File: config.mk
export PLATFORM = sky130hd
export DESIGN_NAME = tlb_lookup
export DESIGN_NICKNAME = d
export VERILOG_FILES = /design/src/rtl/tlb_pkg.sv /design/src/rtl/tlb_way.sv /design/src/rtl/tlb_prio_sel.sv /design/src/rtl/tlb_lookup.sv
export SDC_FILE = /design/constraint.sdc
export NUM_CORES = 2
export LEC_CHECK = 0
export ABC_CLOCK_PERIOD_IN_PS = 3100
export BUFFER_PORTS_ARGS = -buffer_cell sky130_fd_sc_hd__buf_2
export CAP_MARGIN = 30
export CORE_MARGIN = 3
export CORE_UTILIZATION = 50
export CTS_BUF_LIST = sky130_fd_sc_hd__clkbuf_8
export DETAILED_ROUTE_END_ITERATION = 12
export PLACE_DENSITY = 0.79
export SLEW_MARGIN = 40
export SYNTH_ARGS = -nofsm -noshare
export SYNTH_HDL_FRONTEND = slang
export SYNTH_HIERARCHICAL = 1
export SYNTH_SLANG_ARGS = --single-unit
File: constraint.sdc
create_clock -name clk_i -period 3.1 [get_ports clk_i]
set_input_delay 0.155 -clock clk_i [delete_from_list [all_inputs] [get_ports clk_i]]
set_output_delay 0.155 -clock clk_i [all_outputs]
set_load 0.05 [all_outputs]
File: src/rtl/tlb_pkg.sv
package tlb_pkg;
  localparam int PAGE_SHIFT = 12;
  localparam int VPN_W      = 32 - PAGE_SHIFT;
  localparam int PFN_W      = 20;

  typedef logic [VPN_W-1:0] vpn_t;
  typedef logic [PFN_W-1:0] pfn_t;

  typedef struct packed {
    logic x;
    logic w;
    logic r;
  } perm_t;
endpackage

File: src/rtl/tlb_way.sv
module tlb_way
  import tlb_pkg::*;
#(
  parameter int SETS  = 8,
  parameter int PID_W = 8,
  localparam int SET_W = (SETS > 1) ? $clog2(SETS) : 1
) (
  input  logic             clk_i,
  input  logic             rst_ni,
  input  logic             wr_en_i,
  input  logic [SET_W-1:0] wr_set_i,
  input  vpn_t             wr_vpn_i,
  input  logic [PID_W-1:0] wr_pid_i,
  input  logic             wr_global_i,
  input  pfn_t             wr_pfn_i,
  input  perm_t            wr_perm_i,
  input  logic [SET_W-1:0] lk_set_i,
  input  vpn_t             lk_vpn_i,
  input  logic [PID_W-1:0] lk_pid_i,
  output logic             match_o,
  output pfn_t             pfn_o,
  output perm_t            perm_o
);
  vpn_t             vpn_q  [SETS];
  logic [PID_W-1:0] pid_q  [SETS];
  logic             glb_q  [SETS];
  pfn_t             pfn_q  [SETS];
  perm_t            perm_q [SETS];

  always_ff @(posedge clk_i or negedge rst_ni) begin
    if (!rst_ni) begin
      for (int s = 0; s < SETS; s++) begin
        vpn_q[s]  <= '0;
        pid_q[s]  <= '0;
        glb_q[s]  <= 1'b0;
        pfn_q[s]  <= '0;
        perm_q[s] <= '0;
      end
    end else if (wr_en_i) begin
      vpn_q[wr_set_i]  <= wr_vpn_i;
      pid_q[wr_set_i]  <= wr_pid_i;
      glb_q[wr_set_i]  <= wr_global_i;
      pfn_q[wr_set_i]  <= wr_pfn_i;
      perm_q[wr_set_i] <= wr_perm_i;
    end
  end

  // global entries ignore the PID compare
  assign match_o = (vpn_q[lk_set_i] == lk_vpn_i) &&
                   (glb_q[lk_set_i] || (pid_q[lk_set_i] == lk_pid_i));
  assign pfn_o   = pfn_q[lk_set_i];
  assign perm_o  = perm_q[lk_set_i];
endmodule

File: src/rtl/tlb_prio_sel.sv
module tlb_prio_sel #(
  parameter int N = 4
) (
  input  logic [N-1:0] req_i,
  output logic [N-1:0] gnt_o,
  output logic         any_o
);
  always_comb begin
    gnt_o = '0;
    for (int i = N - 1; i >= 0; i--) begin
      if (req_i[i]) gnt_o = N'(1) << i;
    end
  end
  assign any_o = |req_i;
endmodule

File: src/rtl/tlb_lookup.sv
module tlb_lookup
  import tlb_pkg::*;
#(
  parameter int NUM_WAYS    = 4,
  parameter int NUM_ENTRIES = 32,
  parameter int PID_W       = 8,
  localparam int WAY_W = (NUM_WAYS > 1) ? $clog2(NUM_WAYS) : 1
) (
  input  logic             clk_i,
  input  logic             rst_ni,
  input  logic [31:0]      vaddr_i,
  input  logic [PID_W-1:0] pid_i,
  input  logic             wr_en_i,
  input  logic [WAY_W-1:0] wr_way_i,
  input  logic [19:0]      wr_vpn_i,
  input  logic [PID_W-1:0] wr_pid_i,
  input  logic             wr_global_i,
  input  logic [19:0]      wr_pfn_i,
  input  logic             wr_rd_i,
  input  logic             wr_wr_i,
  input  logic             wr_ex_i,
  output logic             hit_o,
  output logic [31:0]      paddr_o,
  output logic             rd_o,
  output logic             wr_o,
  output logic             ex_o
);
  localparam int SETS  = NUM_ENTRIES / NUM_WAYS;
  localparam int SET_W = (SETS > 1) ? $clog2(SETS) : 1;

  vpn_t             lk_vpn;
  logic [SET_W-1:0] lk_set, wr_set;
  logic [NUM_WAYS-1:0] match, gnt;
  pfn_t             way_pfn  [NUM_WAYS];
  perm_t            way_perm [NUM_WAYS];
  perm_t            wr_perm;
  logic             any_hit;
  pfn_t             sel_pfn;
  perm_t            sel_perm;
  logic             unused_offset;

  assign lk_vpn        = vaddr_i[31:PAGE_SHIFT];
  assign lk_set        = lk_vpn[SET_W-1:0];
  assign wr_set        = wr_vpn_i[SET_W-1:0];
  assign wr_perm       = '{x: wr_ex_i, w: wr_wr_i, r: wr_rd_i};
  assign unused_offset = ^vaddr_i[PAGE_SHIFT-1:0];

  for (genvar w = 0; w < NUM_WAYS; w++) begin : g_way
    tlb_way #(.SETS(SETS), .PID_W(PID_W)) u_way (
      .clk_i      (clk_i),
      .rst_ni     (rst_ni),
      .wr_en_i    (wr_en_i && (wr_way_i == WAY_W'(w))),
      .wr_set_i   (wr_set),
      .wr_vpn_i   (wr_vpn_i),
      .wr_pid_i   (wr_pid_i),
      .wr_global_i(wr_global_i),
      .wr_pfn_i   (wr_pfn_i),
      .wr_perm_i  (wr_perm),
      .lk_set_i   (lk_set),
      .lk_vpn_i   (lk_vpn),
      .lk_pid_i   (pid_i),
      .match_o    (match[w]),
      .pfn_o      (way_pfn[w]),
      .perm_o     (way_perm[w])
    );
  end

  tlb_prio_sel #(.N(NUM_WAYS)) u_sel (
    .req_i (match),
    .gnt_o (gnt),
    .any_o (any_hit)
  );

  // one-hot AND-OR mux; zero when nothing is granted
  always_comb begin
    sel_pfn  = '0;
    sel_perm = '0;
    for (int w = 0; w < NUM_WAYS; w++) begin
      sel_pfn  |= {PFN_W{gnt[w]}} & way_pfn[w];
      sel_perm |= {3{gnt[w]}} & way_perm[w];
    end
  end

  assign hit_o   = any_hit;
  assign paddr_o = {sel_pfn, {PAGE_SHIFT{1'b0}}};
  assign rd_o    = sel_perm.r;
  assign wr_o    = sel_perm.w;
  assign ex_o    = sel_perm.x;

  // a miss leaves every translation output at zero
  p_miss_zero_r7: assert property (@(posedge clk_i) disable iff (!rst_ni)
    !hit_o |-> (paddr_o == '0 && !rd_o && !wr_o && !ex_o));

  // the grant is one-hot and no lower way also matches
  p_lowest_way_r6: assert property (@(posedge clk_i) disable iff (!rst_ni)
    $onehot0(gnt) && ((match & (gnt - NUM_WAYS'(1)) & ~gnt) == '0 || gnt == '0));

  // a freshly written entry is seen by a matching lookup on the next cycle
  p_write_visible_r8: assert property (@(posedge clk_i) disable iff (!rst_ni)
    wr_en_i |=> (!(lk_vpn == $past(wr_vpn_i) && pid_i == $past(wr_pid_i) && !wr_en_i)
                 || hit_o));

  // a global entry just written hits on page match with any PID
  p_global_any_pid_r3: assert property (@(posedge clk_i) disable iff (!rst_ni)
    (wr_en_i && wr_global_i) |=> (!(lk_vpn == $past(wr_vpn_i) && !wr_en_i) || hit_o));
endmodule

After elaboration in Yosys (flattened, before gate mapping)
Index checks and enable logic that the tools add are counted.
{"block": "op_classes", "order_cmp": 3, "n_eq_ne": 11, "muxes": 92, "bitwise_logic": 16, "reduce_logical": 15}
{"op": "bitwise mux 160 bit", "n": 8}
{"op": "binary-select mux 20 bit (select 3 bit)", "n": 8}
{"op": "two-way mux 20 bit", "n": 17}
{"op": "bitwise mux 64 bit", "n": 4}
{"op": "binary-select mux 8 bit (select 3 bit)", "n": 4}
{"op": "bitwise mux 24 bit", "n": 4}
{"op": "bitwise AND 20 bit", "n": 4}
{"op": "== test 20 bit", "n": 4}
{"op": "two-way mux 8 bit", "n": 9}
{"op": "demux 20 bit (select 3 bit)", "n": 1}
{"op": "OR 20 bit", "n": 3}
{"op": "binary-select mux 3 bit (select 3 bit)", "n": 4}
{"op": "bitwise mux 8 bit", "n": 4}
{"op": "== test 8 bit", "n": 4}
{"op": "two-way mux 3 bit", "n": 9}
{"op": "demux 8 bit (select 3 bit)", "n": 1}
{"op": "two-way mux 4 bit", "n": 4}
{"op": "bitwise AND 3 bit", "n": 4}
{"op": "binary-select mux 1 bit (select 3 bit)", "n": 4}
{"op": "demux 3 bit (select 3 bit)", "n": 1}
{"op": "logical AND 1 bit", "n": 9}
{"op": "two-way mux 1 bit", "n": 9}
{"op": "OR 3 bit", "n": 3}
{"op": "greater-or-equal comparator 4 bit, second input constant", "n": 2}
{"op": "8 further kinds", "n": 13}
{"block": "totals", "register_bits": 1664, "input_bits": 97, "output_inout_bits": 36, "word_cells": 361}

Longest topological paths before layout
{"block": "depth", "word_depth": 15, "ltp_mapped": 13, "ltp_nobuf": 9}

Cells and area by module
Netlist, hierarchy kept.
{"module": "tlb_way", "instances": 4, "cells_per_inst": 1109, "area_each_um2": 18721.7, "seq_area_each_um2": 10410.0}
{"module": "tlb_lookup", "instances": 1, "cells_per_inst": 95, "area_each_um2": 628.1, "seq_area_each_um2": 0.0}
{"module": "tlb_prio_sel", "instances": 1, "cells_per_inst": 5, "area_each_um2": 40.0, "seq_area_each_um2": 0.0}

Worst setup path after synthesis
No wires, ideal clock.
{"block": "synth_path", "path_type": "input to output", "from": "in vaddr_i[14]", "to": "out paddr_o[12]", "arrival_time_ns": 3.147, "t_required_ns": 2.945, "setup_slack_ns": -0.202, "stages": 12, "n_path_buf": 4, "path_cell_list": "buf_2 buf_1 buf_2 mux4_2 mux2i_1 xor2_1 nand4_1 nor4_1 nor3b_1 buf_6 a22oi_1 nand2_1"}
{"block": "synth_via", "word_cells_on_any_way": 76, "cone_classes": "8 x eq/ne; 52 x mux; 8 x bitwise; 8 x reduce/logical"}
{"element": "from (decl)", "line": "tlb_lookup.sv:11", "text": "input logic [31:0] vaddr_i,"}
{"element": "inverter 3 -> 4 bit (implied by the code)", "line": "tlb_way.sv:49, tlb_way.sv:50"}
{"element": "binary-select mux 8 bit (select 3 bit)", "line": "tlb_way.sv:50", "text": "(glb_q[lk_set_i] || (pid_q[lk_set_i] == lk_pid_i));"}
{"element": "two-way mux 8 bit (implied by the code) (2 in a row)", "line": "tlb_way.sv:50"}
{"element": "== test 8 bit", "line": "tlb_way.sv:50"}
{"element": "logical OR 1 bit", "line": "tlb_way.sv:50"}
{"element": "logical AND 1 bit (*)", "line": "tlb_way.sv:49", "text": "assign match_o = (vpn_q[lk_set_i] == lk_vpn_i) &&"}
{"element": "via match[2]", "line": "tlb_lookup.sv:33", "text": "logic [NUM_WAYS-1:0] match, gnt;"}
{"element": "two-way mux 4 bit (*) (3 in a row)", "line": "tlb_prio_sel.sv:11", "text": "if (req_i[i]) gnt_o = N'(1) << i;"}
{"element": "via gnt[2]", "line": "tlb_lookup.sv:33"}
{"element": "bitwise AND 20 bit (*)", "line": "tlb_lookup.sv:79", "text": "sel_pfn |= {PFN_W{gnt[w]}} & way_pfn[w];"}
{"element": "OR 20 bit (*) (2 in a row)", "line": "tlb_lookup.sv:79"}
{"element": "to (decl)", "line": "tlb_lookup.sv:23", "text": "output logic [31:0] paddr_o,"}
The timed path passes the listed nets; every way through them passes the cells marked *. The select of a mux whose other input is x is not followed.

Worst setup path after layout
{"block": "layout_path", "from": "reg g_way[3].u_way/vpn_q[5] (netlist bit)", "to": "out paddr_o[31]"}
{"block": "layout_via", "elab_chain_cells": 11}
{"element": "from (decl)", "line": "tlb_way.sv:24", "text": "vpn_t vpn_q [SETS];"}
{"element": "from (signal, indexed assignment)", "line": "tlb_way.sv:40", "text": "vpn_q[wr_set_i] <= wr_vpn_i;"}
{"element": "binary-select mux 20 bit (select 3 bit)", "line": "tlb_way.sv:49"}
{"element": "two-way mux 20 bit (implied by the code) (2 in a row)", "line": "tlb_way.sv:49"}
{"element": "== test 20 bit", "line": "tlb_way.sv:49"}
{"element": "logical AND 1 bit", "line": "tlb_way.sv:49"}
{"element": "via match[3]", "line": "tlb_lookup.sv:33"}
{"element": "two-way mux 4 bit (4 in a row)", "line": "tlb_prio_sel.sv:11"}
{"element": "via gnt[3]", "line": "tlb_lookup.sv:33"}
{"element": "bitwise AND 20 bit", "line": "tlb_lookup.sv:79"}
{"element": "OR 20 bit", "line": "tlb_lookup.sv:79"}
The timed path passes the listed nets, and every way through them passes these cells. The select of a mux whose other input is x is not followed.

==> impl_metrics.ini <==
[power_and_ir_drop]
power.density_mw_per_mm2 = 654
vdd_ir_drop_max_uv = 427
p_leak_nw = 39.5
total_power_mw = 57.2

[worst_setup_path]
path_cells = mux4_2, mux2i_2, xnor2_1, nor4_2, buf_4, nand3_2, buf_6, nor4_4, buf_4, nor4b_4, buf_6, buf_12, a22oi_1, buf_4, nand2_4, buf_12
startpoint_type = flip-flop
cp.required_ns = 2.94
setup.worst_path.end_class = output port
timing.critical_path.mode_cell = buf_4
crit_slowest_cell = mux4_2
slowest_delay_ns = 0.48
worst-setup-path-type = reg2out
cp.arrival_ns = 4.15
path_max_fanout = 7

[synth]
post_synth_xor_area_fraction = 0.0130
synth_seq_cells = 1664
synth_top_family_by_area = multiplexers
synth-simple-area-share = 0.00879
synth_fa_ha_area_frac = 0
synth_compound_area_frac = 0.00484
ys_seq_area_frac = 0.551
synth_area_mm2 = 0.0756
synth.distinct_cells = 31
avgSynthCellArea_um2 = 16.7
yosys_warnings = 6
synthMuxAreaShare = 0.403
syn_inst = 4536

[cells_and_area]
fill_cells = 11300
syn_to_final_growth_pct = 15.7
layout_commonest_cell = mux2_2
fin_util = 0.583
drive_above_1_share = 0.591
layout_common_cells = mux2_2 (1760), dfrtp_1 (1664), mux4_2 (393), clkbuf_8 (351), buf_4 (183)
final_nets = 5059

[routing]
avgRoutedWirePerCell_um = 28.5
drc_errors = 0
antenna_left = 0
drtIter0Drc = 3137
routed_wl_um = 205000
vias_per_cell = 6.16
firstDrtPassIters = 7
num_vias = 44200

[hold_path]
hp-class = in2reg

[timing]
maxSlewHeadroom = 0.383
skew_ns = 0
setup_viol = 24
tightest_slew_ns = 0.926
fin_crit_ns = 4.31
report.final.slew_viol_count = 0
fin_tns_setup_ns = -28.03
rsz0062_at_grt = yes
min_period_over_period = 1.39
fmax_mhz = 232
hold_viol_final = 0
layout_setup_ws_ns = -1.21

[cts]
cts_max_level = 5
numCtsBuffers = 283
tritoncts_num_sinks = 1664
tritoncts = yes
clkLatencyLatePin_ns = 1.00
cts-root-buf = clkbuf_8
ctsLongestPathBuffers = 4
path_clk_slew_ns = 0.06

[global_route]
grt_pass1_vias = 47100
grt_pass1_wl_um = 308000
grtUsageTotal = 0.264
grt_overflow = 0
antenna_found_initial = 30
grt_max_degree = 113

[placement]
detailedPlace.worstSlack_ns = -0.938
hpwl_um = 118000
place.gp.congestion = 0.790
port_buffers = 108

[job]
max-cap-violations = 0

[die]
dieArea_mm2 = 0.156
start_util = 0.504
die_x_um = 395
fp-row-count = 142
boundaryPins = 133
coreArea_mm2 = 0.150
dieHeight_um = 395

[outcome]
status = finished with violations
violations = negative setup slack
final timing paths:
kind                            slack (ns)                 startpoint  depth (start not counted)                        end
max in group asynchronous             1.81                     rst_ni                          4   g_way[0].u_way/vpn_q[22]
worst max register to register        2.24   g_way[0].u_way/pid_q[46]                          2   g_way[0].u_way/pid_q[46]
worst min register to register        0.50  g_way[2].u_way/vpn_q[132]                          1  g_way[2].u_way/vpn_q[132]
worst min-delay path                  0.08                wr_way_i[0]                          5   g_way[2].u_way/vpn_q[55]
worst max-delay path                 -1.21    g_way[3].u_way/vpn_q[5]                         16                paddr_o[31]
min in group asynchronous             0.57                     rst_ni                          4  g_way[2].u_way/pfn_q[114]
cells in the mapped netlist:
| cell type | instances | area [µm²] |
|---|---|---|
| buf_1 | 24 | 90.1 |
| conb_1 | 1 | 3.75 |
| mux2_2 | 1760 | 19800 |
| nand4b_1 | 12 | 105 |
| mux4_2 | 388 | 8740 |
| a22oi_1 | 46 | 345 |
| buf_6 | 8 | 90.1 |
| nor4_2 | 4 | 50.1 |
| nand4_1 | 12 | 75.1 |
| xor2_1 | 32 | 280 |
| nand2_1 | 28 | 105 |
| nand2b_1 | 4 | 25.0 |
| nor4_1 | 20 | 125 |
| xnor2_1 | 80 | 701 |
| nor3b_1 | 10 | 75.1 |
| buf_12 | 4 | 80.1 |
| and3_1 | 1 | 6.26 |
| mux4_1 | 28 | 736 |
| and2b_2 | 1 | 8.76 |
| nor2_1 | 1 | 3.75 |
| buf_2 | 65 | 325 |
| a21oi_1 | 4 | 20.0 |
| nand3_1 | 4 | 20.0 |
| dfrtp_1 | 1664 | 41600 |
| and3b_1 | 1 | 8.76 |
| nor4b_1 | 1 | 8.76 |
| or4_1 | 1 | 7.51 |
| nor3_1 | 8 | 40.0 |
| mux2i_1 | 112 | 1120 |
| clkbuf_1 | 184 | 691 |
| buf_4 | 28 | 210 |
stage by stage:
| step | instances | area (µm²) | hold WS, ns |
|---|---|---|---|
| after global placement | 6627 | 80700 | 0.262 |
| after CTS | 7149 | 87100 | 0.00184 |
| final | 7169 | 87400 | 0.0837 |
| after global routing | 7163 | 87400 | 0.0642 |
| after floorplan | 4547 | 75700 | -0.141 |
| after detailed placement | 6627 | 80700 | 0.261 |
timing repair:
action,CTS,global route
buffers inserted,7,7
hold buffers,54,0
gates cloned,3,2
endpoints found under the hold margin,2999,0
resized for setup,91,43
setup endpoints to repair,24,24
pin swaps,31,25
cell families after synthesis:
logic type | count (synthesis)
mux | 2288
flops | 1664
buf+inv | 313
xor+xnor | 112
simple gates | 108
compound gates | 50
other cells | 1
sequential cells by signal (all words and copies together) (netlist names):
register and cells:
g_way.u_way/glb_q 32, g_way.u_way/perm_q 96, g_way.u_way/pfn_q 640, g_way.u_way/pid_q 256, g_way.u_way/vpn_q 640
layout make-up:
class	instances	area, µm²	share of cell area
diodes	14	35.0	0.000401
clock buffers	351	4830	0.0553
clock inverters	111	520	0.00596
multi-input cells	2573	33200	0.380
flip-flops and latches	1664	41600	0.476
well taps	2016	2520	0.0289
repair buffers	440	4670	0.0534
where the power goes:
| part | internal [mW] | leakage, nW | switching, mW |
|---|---|---|---|
| clock network | 10.3 | 3.07 | 8.64 |
| logic | 6.13 | 15.1 | 4.08 |
| registers | 26.0 | 21.3 | 2.07 |
| total | 42.4 | 39.5 | 14.8 |
critical path: cells and delay by family, from the launching register on:
| kind | cells | cell delay [ns] |
|---|---|---|
| buffers and inverters | 7 | 1.03 |
| AOI/OAI and AO/OA | 1 | 0.09 |
| xor gates and xnor gates | 1 | 0.11 |
| muxes | 2 | 0.67 |
| DFF | 1 | 0.37 |
| and+or+nand+nor | 5 | 0.89 |
routing by layer:
layer / up-vias / global-route usage / share of wire
met1: 24200 / 0.362 / 0.42
met3: 462 / 0.0535 / 0.064
met2: 1431 / 0.417 / 0.48
met4: 8 / 0.103 / 0.037
met5: - / 0 / 0.00023
li1: 18000 / - / -
(Power assumes the default switching activity.)
